## src/rtl/adc_rd_pkg.sv

```systemverilog
package adc_rd_pkg;
  typedef enum logic [1:0] {
    ST_IDLE  = 2'd0,
    ST_FRAME = 2'd1,
    ST_HOLD  = 2'd2,
    ST_GUARD = 2'd3
  } seq_st_t;
endpackage

```

## src/rtl/adc_rd_clkdiv.sv

```systemverilog
module adc_rd_clkdiv #(
  parameter int DIV_W = 8
) (
  input  logic             clk_i,
  input  logic             rst_ni,
  input  logic             run_i,
  input  logic [DIV_W-1:0] div_i,
  output logic             tick_o
);
  logic [DIV_W-1:0] ph_q, ph_d;

  always_comb begin
    ph_d = ph_q;
    if (!run_i) begin
      ph_d = '0;
    end else if (ph_q == div_i) begin
      ph_d = '0;
    end else begin
      ph_d = ph_q + DIV_W'(1);
    end
  end

  always_ff @(posedge clk_i or negedge rst_ni) begin
    if (!rst_ni) begin
      ph_q <= '0;
    end else begin
      ph_q <= ph_d;
    end
  end

  assign tick_o = run_i && (ph_q == div_i);
endmodule

```

## src/rtl/adc_rd_seq.sv

```systemverilog
module adc_rd_seq
  import adc_rd_pkg::*;
#(
  parameter int W     = 12,
  parameter int DIV_W = 8,
  parameter int GUARD = 4,
  parameter int CNT_W = 5
) (
  input  logic             clk_i,
  input  logic             rst_ni,
  input  logic             start_i,
  input  logic             long_i,
  input  logic [DIV_W-1:0] div_i,
  input  logic             tick_i,
  output logic             run_o,
  output logic [DIV_W-1:0] div_q_o,
  output logic             long_q_o,
  output logic             cs_no,
  output logic             sclk_o,
  output logic             busy_o,
  output logic             bit_stb_o,
  output logic [CNT_W-1:0] bit_idx_o,
  output logic             done_o
);
  localparam int LEN_S  = W + 2;
  localparam int LEN_L  = 2 * W + 1;
  localparam int GCNT_W = $clog2(GUARD + 1);

  seq_st_t          st_q, st_d;
  logic             cs_q, cs_d;
  logic             sclk_q, sclk_d;
  logic [CNT_W-1:0] cnt_q, cnt_d;
  logic [GCNT_W-1:0] gcnt_q, gcnt_d;
  logic             long_q, long_d;
  logic [DIV_W-1:0] div_q, div_d;
  logic [CNT_W-1:0] len_sel;
  logic [CNT_W-1:0] cnt_inc;

  assign len_sel = long_q ? CNT_W'(LEN_L) : CNT_W'(LEN_S);
  assign cnt_inc = cnt_q + CNT_W'(1);

  always_comb begin
    st_d   = st_q;
    cs_d   = cs_q;
    sclk_d = sclk_q;
    cnt_d  = cnt_q;
    gcnt_d = gcnt_q;
    long_d = long_q;
    div_d  = div_q;
    case (st_q)
      ST_IDLE: begin
        if (start_i) begin
          st_d   = ST_FRAME;
          cs_d   = 1'b0;
          cnt_d  = '0;
          long_d = long_i;
          div_d  = div_i;
        end
      end
      ST_FRAME: begin
        if (tick_i) begin
          sclk_d = !sclk_q;
          if (!sclk_q) begin
            cnt_d = cnt_inc;
            if (cnt_inc == len_sel) begin
              st_d = ST_HOLD;
            end
          end
        end
      end
      ST_HOLD: begin
        if (tick_i) begin
          cs_d   = 1'b1;
          st_d   = ST_GUARD;
          gcnt_d = '0;
        end
      end
      default: begin
        if (gcnt_q == GCNT_W'(GUARD - 1)) begin
          st_d = ST_IDLE;
        end else begin
          gcnt_d = gcnt_q + GCNT_W'(1);
        end
      end
    endcase
  end

  always_ff @(posedge clk_i or negedge rst_ni) begin
    if (!rst_ni) begin
      st_q   <= ST_GUARD;
      cs_q   <= 1'b1;
      sclk_q <= 1'b1;
      cnt_q  <= '0;
      gcnt_q <= '0;
      long_q <= 1'b0;
      div_q  <= '0;
    end else begin
      st_q   <= st_d;
      cs_q   <= cs_d;
      sclk_q <= sclk_d;
      cnt_q  <= cnt_d;
      gcnt_q <= gcnt_d;
      long_q <= long_d;
      div_q  <= div_d;
    end
  end

  assign run_o     = (st_q == ST_FRAME) || (st_q == ST_HOLD);
  assign div_q_o   = div_q;
  assign long_q_o  = long_q;
  assign cs_no     = cs_q;
  assign sclk_o    = sclk_q;
  assign busy_o    = (st_q != ST_IDLE);
  assign bit_stb_o = (st_q == ST_FRAME) && tick_i && !sclk_q;
  assign bit_idx_o = cnt_inc;
  assign done_o    = (st_q == ST_HOLD) && tick_i;

  // Cycles spent with chip select high, saturating; for the guard check only.
  logic [GCNT_W:0] hi_cnt_q;
  always_ff @(posedge clk_i or negedge rst_ni) begin
    if (!rst_ni) begin
      hi_cnt_q <= '0;
    end else if (!cs_q) begin
      hi_cnt_q <= '0;
    end else if (hi_cnt_q < (GCNT_W + 1)'(GUARD)) begin
      hi_cnt_q <= hi_cnt_q + (GCNT_W + 1)'(1);
    end
  end


  guard_time_chk: assert property (@(posedge clk_i) disable iff (!rst_ni)
    $fell(cs_q) |-> (hi_cnt_q >= (GCNT_W + 1)'(GUARD)));


  start_accept_chk: assert property (@(posedge clk_i) disable iff (!rst_ni)
    (start_i && !busy_o) |=> (!cs_no && busy_o));


  start_busy_chk: assert property (@(posedge clk_i) disable iff (!rst_ni)
    (busy_o && cs_no && $past(cs_no)) |=> !$fell(cs_no));


  sclk_idle_chk: assert property (@(posedge clk_i) disable iff (!rst_ni)
    cs_no |-> sclk_o);
endmodule

```

## src/rtl/adc_rd_capture.sv

```systemverilog
module adc_rd_capture #(
  parameter int W     = 12,
  parameter int CNT_W = 5
) (
  input  logic                clk_i,
  input  logic                rst_ni,
  input  logic                bit_stb_i,
  input  logic [CNT_W-1:0]    bit_idx_i,
  input  logic                sdata_i,
  input  logic                done_i,
  input  logic                long_i,
  output logic signed [W-1:0] sample_o,
  output logic                valid_o,
  output logic                mismatch_o
);
  localparam int WORD_F = 3;
  localparam int WORD_L = W + 2;
  localparam int REP_F  = W + 3;
  localparam int REP_L  = 2 * W + 1;

  logic [W-1:0] word_q, word_d;
  logic [W-2:0] rep_q, rep_d;
  logic [W-1:0] smp_q, smp_d;
  logic         vld_q, vld_d;
  logic         mm_q, mm_d;
  logic         in_word, in_rep;

  assign in_word = bit_stb_i && (bit_idx_i >= CNT_W'(WORD_F)) && (bit_idx_i <= CNT_W'(WORD_L));
  assign in_rep  = bit_stb_i && (bit_idx_i >= CNT_W'(REP_F)) && (bit_idx_i <= CNT_W'(REP_L));

  always_comb begin
    word_d = word_q;
    rep_d  = rep_q;
    smp_d  = smp_q;
    mm_d   = mm_q;
    vld_d  = done_i;
    if (in_word) begin
      word_d = {word_q[W-2:0], sdata_i};
    end
    if (in_rep) begin
      rep_d = {sdata_i, rep_q[W-2:1]};
    end
    if (done_i) begin
      smp_d = word_q;
      mm_d  = long_i && (rep_q != word_q[W-1:1]);
    end
  end

  always_ff @(posedge clk_i or negedge rst_ni) begin
    if (!rst_ni) begin
      word_q <= '0;
      rep_q  <= '0;
      smp_q  <= '0;
      vld_q  <= 1'b0;
      mm_q   <= 1'b0;
    end else begin
      word_q <= word_d;
      rep_q  <= rep_d;
      smp_q  <= smp_d;
      vld_q  <= vld_d;
      mm_q   <= mm_d;
    end
  end

  assign sample_o   = $signed(smp_q);
  assign valid_o    = vld_q;
  assign mismatch_o = mm_q;


  short_no_mm_chk: assert property (@(posedge clk_i) disable iff (!rst_ni)
    (valid_o && !long_i) |-> !mismatch_o);


  valid_pulse_chk: assert property (@(posedge clk_i) disable iff (!rst_ni)
    valid_o |=> !valid_o);


  sample_hold_chk: assert property (@(posedge clk_i) disable iff (!rst_ni)
    !$stable(sample_o) |-> valid_o);
endmodule

```

## src/rtl/adc_rd_ctrl.sv

```systemverilog
module adc_rd_ctrl #(
  parameter int W     = 12,
  parameter int DIV_W = 8,
  parameter int GUARD = 4
) (
  input  logic                clk_i,
  input  logic                rst_ni,
  input  logic                start_i,
  input  logic                long_mode_i,
  input  logic [DIV_W-1:0]    div_i,
  output logic                cs_no,
  output logic                sclk_o,
  input  logic                sdata_i,
  output logic signed [W-1:0] sample_o,
  output logic                valid_o,
  output logic                mismatch_o,
  output logic                busy_o
);
  localparam int CNT_W = $clog2(2 * W + 2);

  logic             run;
  logic             tick;
  logic [DIV_W-1:0] div_q;
  logic             long_q;
  logic             bit_stb;
  logic [CNT_W-1:0] bit_idx;
  logic             done;

  adc_rd_clkdiv #(.DIV_W(DIV_W)) i_clkdiv (
    .clk_i  (clk_i),
    .rst_ni (rst_ni),
    .run_i  (run),
    .div_i  (div_q),
    .tick_o (tick)
  );

  adc_rd_seq #(.W(W), .DIV_W(DIV_W), .GUARD(GUARD), .CNT_W(CNT_W)) i_seq (
    .clk_i     (clk_i),
    .rst_ni    (rst_ni),
    .start_i   (start_i),
    .long_i    (long_mode_i),
    .div_i     (div_i),
    .tick_i    (tick),
    .run_o     (run),
    .div_q_o   (div_q),
    .long_q_o  (long_q),
    .cs_no     (cs_no),
    .sclk_o    (sclk_o),
    .busy_o    (busy_o),
    .bit_stb_o (bit_stb),
    .bit_idx_o (bit_idx),
    .done_o    (done)
  );

  adc_rd_capture #(.W(W), .CNT_W(CNT_W)) i_capture (
    .clk_i      (clk_i),
    .rst_ni     (rst_ni),
    .bit_stb_i  (bit_stb),
    .bit_idx_i  (bit_idx),
    .sdata_i    (sdata_i),
    .done_i     (done),
    .long_i     (long_q),
    .sample_o   (sample_o),
    .valid_o    (valid_o),
    .mismatch_o (mismatch_o)
  );
endmodule

```

## config.mk

```make
export PLATFORM = sky130hd
export DESIGN_NAME = adc_rd_ctrl
export DESIGN_NICKNAME = d
export VERILOG_FILES = /design/src/rtl/adc_rd_pkg.sv /design/src/rtl/adc_rd_clkdiv.sv /design/src/rtl/adc_rd_seq.sv /design/src/rtl/adc_rd_capture.sv /design/src/rtl/adc_rd_ctrl.sv
export SDC_FILE = /design/constraint.sdc
export NUM_CORES = 1
export LEC_CHECK = 0
export BUFFER_PORTS_ARGS = -buffer_cell sky130_fd_sc_hd__buf_2
export CAP_MARGIN = 20
export CORE_MARGIN = 3
export CORE_UTILIZATION = 40
export DETAILED_ROUTE_END_ITERATION = 6
export HOLD_SLACK_MARGIN = 0.15
export SLEW_MARGIN = 10
export SYNTH_ARGS = -nofsm -noshare
export SYNTH_HDL_FRONTEND = slang
export SYNTH_SLANG_ARGS = --single-unit
```

## constraint.sdc

```tcl
create_clock -name clk_i -period 2 [get_ports clk_i]
set_input_delay 0 -clock clk_i [delete_from_list [all_inputs] [get_ports clk_i]]
set_output_delay 0 -clock clk_i [all_outputs]
set_load 0.01 [all_outputs]
```

==> flow_summary.yaml, run 1 <==
synth:
  synth-simple-area-share: 0.0848
  synth_nets: 272
  synthMuxAreaShare: 0.191
  synth-xor-area-share: 0.0801
  synthFlopType: "dfrtp_1"
  avgSynthCellArea_um2: 12.8
  synth_edf_count: 0
  synthArstFlopShare: 1.00
  synth_warnings: 0
  synth-compound-area-share: 0.0525
  synth_top_family_by_area: "multiplexers"
  ys_types: 41
  syn_inst: 248
  synth-adder-area-share: 0.0434
  seq_area_frac_synth: 0.522
  synth_area_um2: 3170
  synth_seq_cells: 66
worst_setup_path:
  critical_path.slowest_cell: "dfrtp_1"
  cp-start-kind: "flop"
  end_kind: "flop"
  required_ns: 2.21
  cp_max_fo: 6
  rrSetupSlack_ns: 0.03
  r2r_start: "i_seq.cnt_q[1]"
  cp.arrival_ns: 2.18
  rr_worst_depth: 9
  critPathMaxStageDelay_ns: 0.43
  worstReg2RegEnd: "i_capture.rep_q[1]"
  cp_top_family: "compound AO/OA/AOI/OAI gates"
  path_cells: "inv_2, ha_4, inv_4, a21o_1, a21oi_2, nor2_1, o21ai_2, buf_6, mux2_4"
  critical_path_class: "flop to flop"
  path_buf_inv: 3
sta:
  finalCritPeriodShare: 0.983
  hold_viol: 0
  rsz0062_at_grt: "true"
  min_period_ns: 1.97
  maxSlewViolCount: 0
  slew-limit-headroom: 0.638
  skew_ns: 0.00813
  worst_pin_slew_ns: 0.544
  finalSetupViolations: 0
  fmaxAchievable_mhz: 509
global_route:
  grt_pass1_vias: 2121
  overflow: 0
  grt_pass1_wl_um: 10200
  grt_util_all_layers: 0.150
  grt_max_degree: 45
  antenna_found_initial: 0
route:
  drt_iter0_markers: 68
  num_vias: 2116
  routed_wl_um: 6040
  ant_nets: 0
  viasPerCell: 4.90
  routedWlPerCell_um: 14.0
  drtPass1Iterations: 4
  drc: 0
placed_design:
  gp_congestion: 0.761
  placed_cell_area_um2: 3650
  placed_cells: 398
  io_buffers: 29
  place_hpwl_um: 4100
clocking:
  clk_pin_slew_worst_paths_ns: 0.07
  cts.sinks: 66
  htree_levels: 3
  clockBufferDepth: 2
  root_buffer: "clkbuf_8"
  cts_buffers: 9
  clk_latency_ns: 0.34
  cts_tree: "yes"
floorplan:
  rows: 31
  initial_core_util: 0.424
  io_pins: 30
  core_area_um2: 7490
  dieHeight_um: 95.0
  die_area_um2: 9030
  die_w_um: 95.0
finish:
  num-nets-final: 352
  stdcell_count: 432
  n_antenna_cell: 0
  syn_to_final_growth_pct: 31.6
  post-route-cell-area_um2: 4170
  drive_gt1_frac: 0.429
  fill_cells: 634
pwr:
  power.density_nw_per_um2: 981
  vdd_drop_max_mv: 0.748
  cellLeakagePower_nw: 2.07
job:
  cap_viol_max_count: 0
min_path:
  hold_path_class: "input pin to async pin"
run_status:
  status: "finished clean"
-- worst register-to-register path, stage by stage, from the launching register on --
cell	delay (ns)
dfrtp_1	0.43
inv_2	0.08
ha_4	0.28
inv_4	0.04
a21o_1	0.15
a21oi_2	0.12
nor2_1	0.06
o21ai_2	0.20
buf_6	0.18
mux2_4	0.31
-- cells by family after synthesis --
kind of cell / Yosys count
buffers and inverters: 18
AO/OA/AOI/OAI: 26
flip-flops: 66
multiplexers: 51
adder cells (fa/ha/maj): 11
AND/OR/NAND/NOR: 47
XOR/XNOR: 29
-- timing repair --
| item | 4_1_cts | 5_1_grt |
|---|---|---|
| endpoints found under the setup margin | 13 | 42 |
| endpoints found under the hold margin | 78 | 0 |
| resized for setup | 4 | 29 |
| pin swaps | 2 | 9 |
| setup buffers | 2 | 3 |
| gates cloned | 0 | 1 |
| hold buffers | 12 | 0 |
-- power breakdown --
| group | switching (mW) | internal (mW) | total [mW] |
|---|---|---|---|
| logic | 0.629 | 0.608 | 1.24 |
| registers | 0.161 | 1.56 | 1.72 |
| clock network | 0.498 | 0.637 | 1.14 |
-- Yosys cell counts, drive strengths merged (5+ instances only) --
master,number,area share
nor2,10,0.014
inv,10,0.012
dfrtp,62,0.49
xnor2,15,0.041
mux2i,6,0.019
nand2,11,0.014
o21ai,9,0.014
mux2,45,0.17
ha,11,0.043
nor4,5,0.014
nand3,9,0.017
xor2,14,0.039
-- worst max-delay path by stage --
stage                           from                  end  cells after the start
detailed placement    i_seq.cnt_q[0]   i_capture.rep_q[7]                      9
global placement    i_clkdiv.ph_q[5]   i_capture.rep_q[2]                      7
floorplan             i_seq.cnt_q[0]  i_capture.rep_q[10]                      7
global route          i_seq.cnt_q[1]   i_capture.rep_q[1]                      9
CTS                   i_seq.cnt_q[0]  i_capture.word_q[6]                      8
finish                i_seq.cnt_q[1]   i_capture.rep_q[1]                      9
-- metrics by stage --
stage	hold WS, ns	setup TNS (ns)	util	setup slack [ns]	total power [mW]
floorplan	-0.296	0	-	0.0185	2.50
global placement	0.0165	0	0.488	0.0160	2.85
detailed placement	0.0231	-0.00620	0.488	-0.00363	2.88
CTS	0.190	0	0.536	0.00438	4.09
global route	0.234	-1.03	0.558	-0.0635	4.36
finish	0.179	0	0.558	0.0340	4.09
-- cells in the final DEF, fill, tap and decap left out, types with 2 or more instances in the layout --
cell type,n
dfrtp_1,61
buf_4,32
buf_2,29
mux2_4,21
xnor2_1,15
mux2_2,14
xor2_1,12
dlygate4sd3_1,12
clkbuf_8,11
nand2_1,10
mux2_1,10
nor2_1,8
ha_1,8
inv_1,7
mux2i_1,6
nand3_1,5
o211ai_1,4
o21ai_1,4
o21ai_0,4
dfstp_2,4
and3_1,3
nor4_1,3
a21oi_1,3
ha_4,3
clkinv_2,3
nor4_2,2
inv_2,2
nand3_4,2
nand2b_1,2
nand3_2,2
a22oi_1,2
o41ai_1,2
nand4_1,2
buf_6,2
buf_12,2
-- final cells by class --
cell class,count,area [µm²],share of cell area
flip-flops and latches,66,1660,0.397
inverters,10,40.0,0.00959
clock inverters,5,52.6,0.0126
clock buffers,11,151,0.0363
repair buffers,77,568,0.136
well taps,99,124,0.0297
multi-input cells,164,1580,0.379
-- registers in the layout, summed over array words and instances, names as in the netlist --
signal,flops
i_seq.cs_no,1
i_seq.div_q_o,8
i_capture.rep_q,11
i_seq.gcnt_q,3
i_clkdiv.ph_q,8
i_capture.sample_o,12
i_capture.mismatch_o,1
i_seq.long_q_o,1
i_seq.cnt_q,5
i_seq.sclk_o,1
i_capture.valid_o,1
i_capture.word_q,12
i_seq.st_q,2
-- per-layer routing --
layer  routed length, µm  track usage  vias up  part of all wire
met5                   0            0        -                 0
met4                 142       0.0697        0             0.023
met3                 159       0.0395       11             0.026
met2                2870        0.234       32              0.47
met1                2880        0.195     1037              0.48
li1                    -            -     1036                 -
(Power assumes the default switching activity.)
==> run 2, diff against run 1 <==
- CORE_UTILIZATION: 40 -> 41
- CTS_BUF_LIST: not set -> sky130_fd_sc_hd__clkbuf_8
==> flow_summary.yaml, run 2 (synthesis results as in run 1) <==
route:
  ant_nets: 0
  viasPerCell: 4.84
  routedWlPerCell_um: 14.4
  routed_wl_um: 6320
  drc: 0
  drt_iter0_markers: 41
  drtPass1Iterations: 4
  num_vias: 2121
sta:
  hold_viol: 0
  fin_ws_ns: 0.0252
  finalCritPeriodShare: 0.987
  rsz0062_at_grt: "true"
  worst_pin_slew_ns: 0.538
  finalSetupViolations: 0
  setup_tns_ns: 0
  maxSlewViolCount: 0
  skew_ns: 0.00701
  fmaxAchievable_mhz: 506
  min_period_ns: 1.97
  slew-limit-headroom: 0.641
placed_design:
  io_buffers: 29
  place_hpwl_um: 4230
  gp_congestion: 0.760
  place_ws_ns: -0.0685
finish:
  final_cell_mix: "dfrtp_1, buf_4, buf_2, mux2_4, xnor2_1"
  drive_gt1_frac: 0.422
  fill_cells: 645
  n_antenna_cell: 0
  syn_to_final_growth_pct: 32.2
  num-nets-final: 358
  layout_commonest_cell: "dfrtp_1"
global_route:
  overflow: 0
  grt_pass1_vias: 2172
  antenna_found_initial: 0
  grt_util_all_layers: 0.155
  grt_pass1_wl_um: 10400
  grt_max_degree: 25
worst_setup_path:
  rr_worst_depth: 8
  cp-start-kind: "flop"
  critical_path_class: "flop to flop"
  cp.arrival_ns: 2.19
  cp_max_fo: 6
  required_ns: 2.22
  end_kind: "flop"
pwr:
  cellLeakagePower_nw: 2.11
  vdd_drop_max_mv: 0.583
  power.density_nw_per_um2: 999
floorplan:
  die_w_um: 94.0
  die_area_um2: 8830
  io_pins: 30
  initial_core_util: 0.430
  dieHeight_um: 94.0
  core_area_um2: 7370
  rows: 31
clocking:
  root_buffer: "clkbuf_8"
  clockBufferDepth: 2
  htree_levels: 3
  clk_latency_ns: 0.33
  cts_buffers: 9
  cts_tree: "yes"
  cts.sinks: 66
  clk_pin_slew_worst_paths_ns: 0.07
run_status:
  status: "finished clean"
job:
  cap_viol_max_count: 0
min_path:
  hold_path_class: "input pin to async pin"
## run 2: what timing repair did
action	4_1_cts	5_1_grt
pin swaps	2	10
setup endpoints to repair	35	45
gates cloned	1	1
hold buffers	12	0
resized for setup	9	17
setup buffers	3	6
endpoints found under the hold margin	74	0
## run 2: power breakdown
group	switching, mW	total [mW]	internal (mW)
combinational	0.661	1.29	0.625
sequential	0.160	1.72	1.56
clock	0.504	1.18	0.676
total	1.33	4.19	2.86
## run 2: layer usage
layer / vias to the layer above / wire length, µm / global-route usage
li1: 1036 / - / -
met1: 1045 / 3110 / 0.212
met4: 0 / 131 / 0.0806
met3: 13 / 153 / 0.0296
met2: 27 / 2920 / 0.232
met5: - / 0 / 0
## run 2: per-stage QoR
step | util | hold slack (ns) | std cells | total power, mW | area (µm²)
2_1_floorplan | - | -0.296 | 248 | 2.50 | 3180
3_3_place_gp | 0.495 | 0.00962 | 399 | 2.85 | 3650
3_5_place_dp | 0.495 | 0.00875 | 399 | 2.89 | 3650
4_1_cts | 0.550 | 0.169 | 431 | 4.14 | 4050
5_1_grt | 0.569 | 0.221 | 438 | 4.45 | 4190
6_report | 0.569 | 0.178 | 438 | 4.19 | 4190
## run 2: worst max-delay path, stage by stage, from the launching register on
cell,delay [ns]
dfrtp_1,0.43
buf_4,0.15
buf_4,0.12
ha_1,0.18
a21oi_1,0.21
nor4b_2,0.08
o21ai_2,0.19
buf_6,0.17
mux2_1,0.32
## run 2: layout make-up
| class | instances | area [µm²] | share of cell area |
|---|---|---|---|
| Clock buffer | 12 | 165 | 0.0394 |
| Clock inverter | 4 | 48.8 | 0.0116 |
| Inverter | 10 | 37.5 | 0.00895 |
| Multi-Input combinational cell | 164 | 1540 | 0.366 |
| Sequential cell | 66 | 1660 | 0.395 |
| Tap cell | 99 | 124 | 0.0295 |
| Timing Repair Buffer | 83 | 626 | 0.149 |
## run 2: final timing paths
kind,start,to,slack (ns)
worst max-delay path,i_seq.cnt_q[1],i_capture.rep_q[2],0.03
worst min-delay path,rst_ni,i_capture.word_q[11],0.18
worst max register to register,i_seq.cnt_q[1],i_capture.rep_q[2],0.03
worst min register to register,i_capture.sample_o[9],i_capture.sample_o[9],0.49
max in group asynchronous,rst_ni,i_seq.sclk_o,1.06
min in group clk_i,div_i[5],i_seq.div_q_o[5],0.44
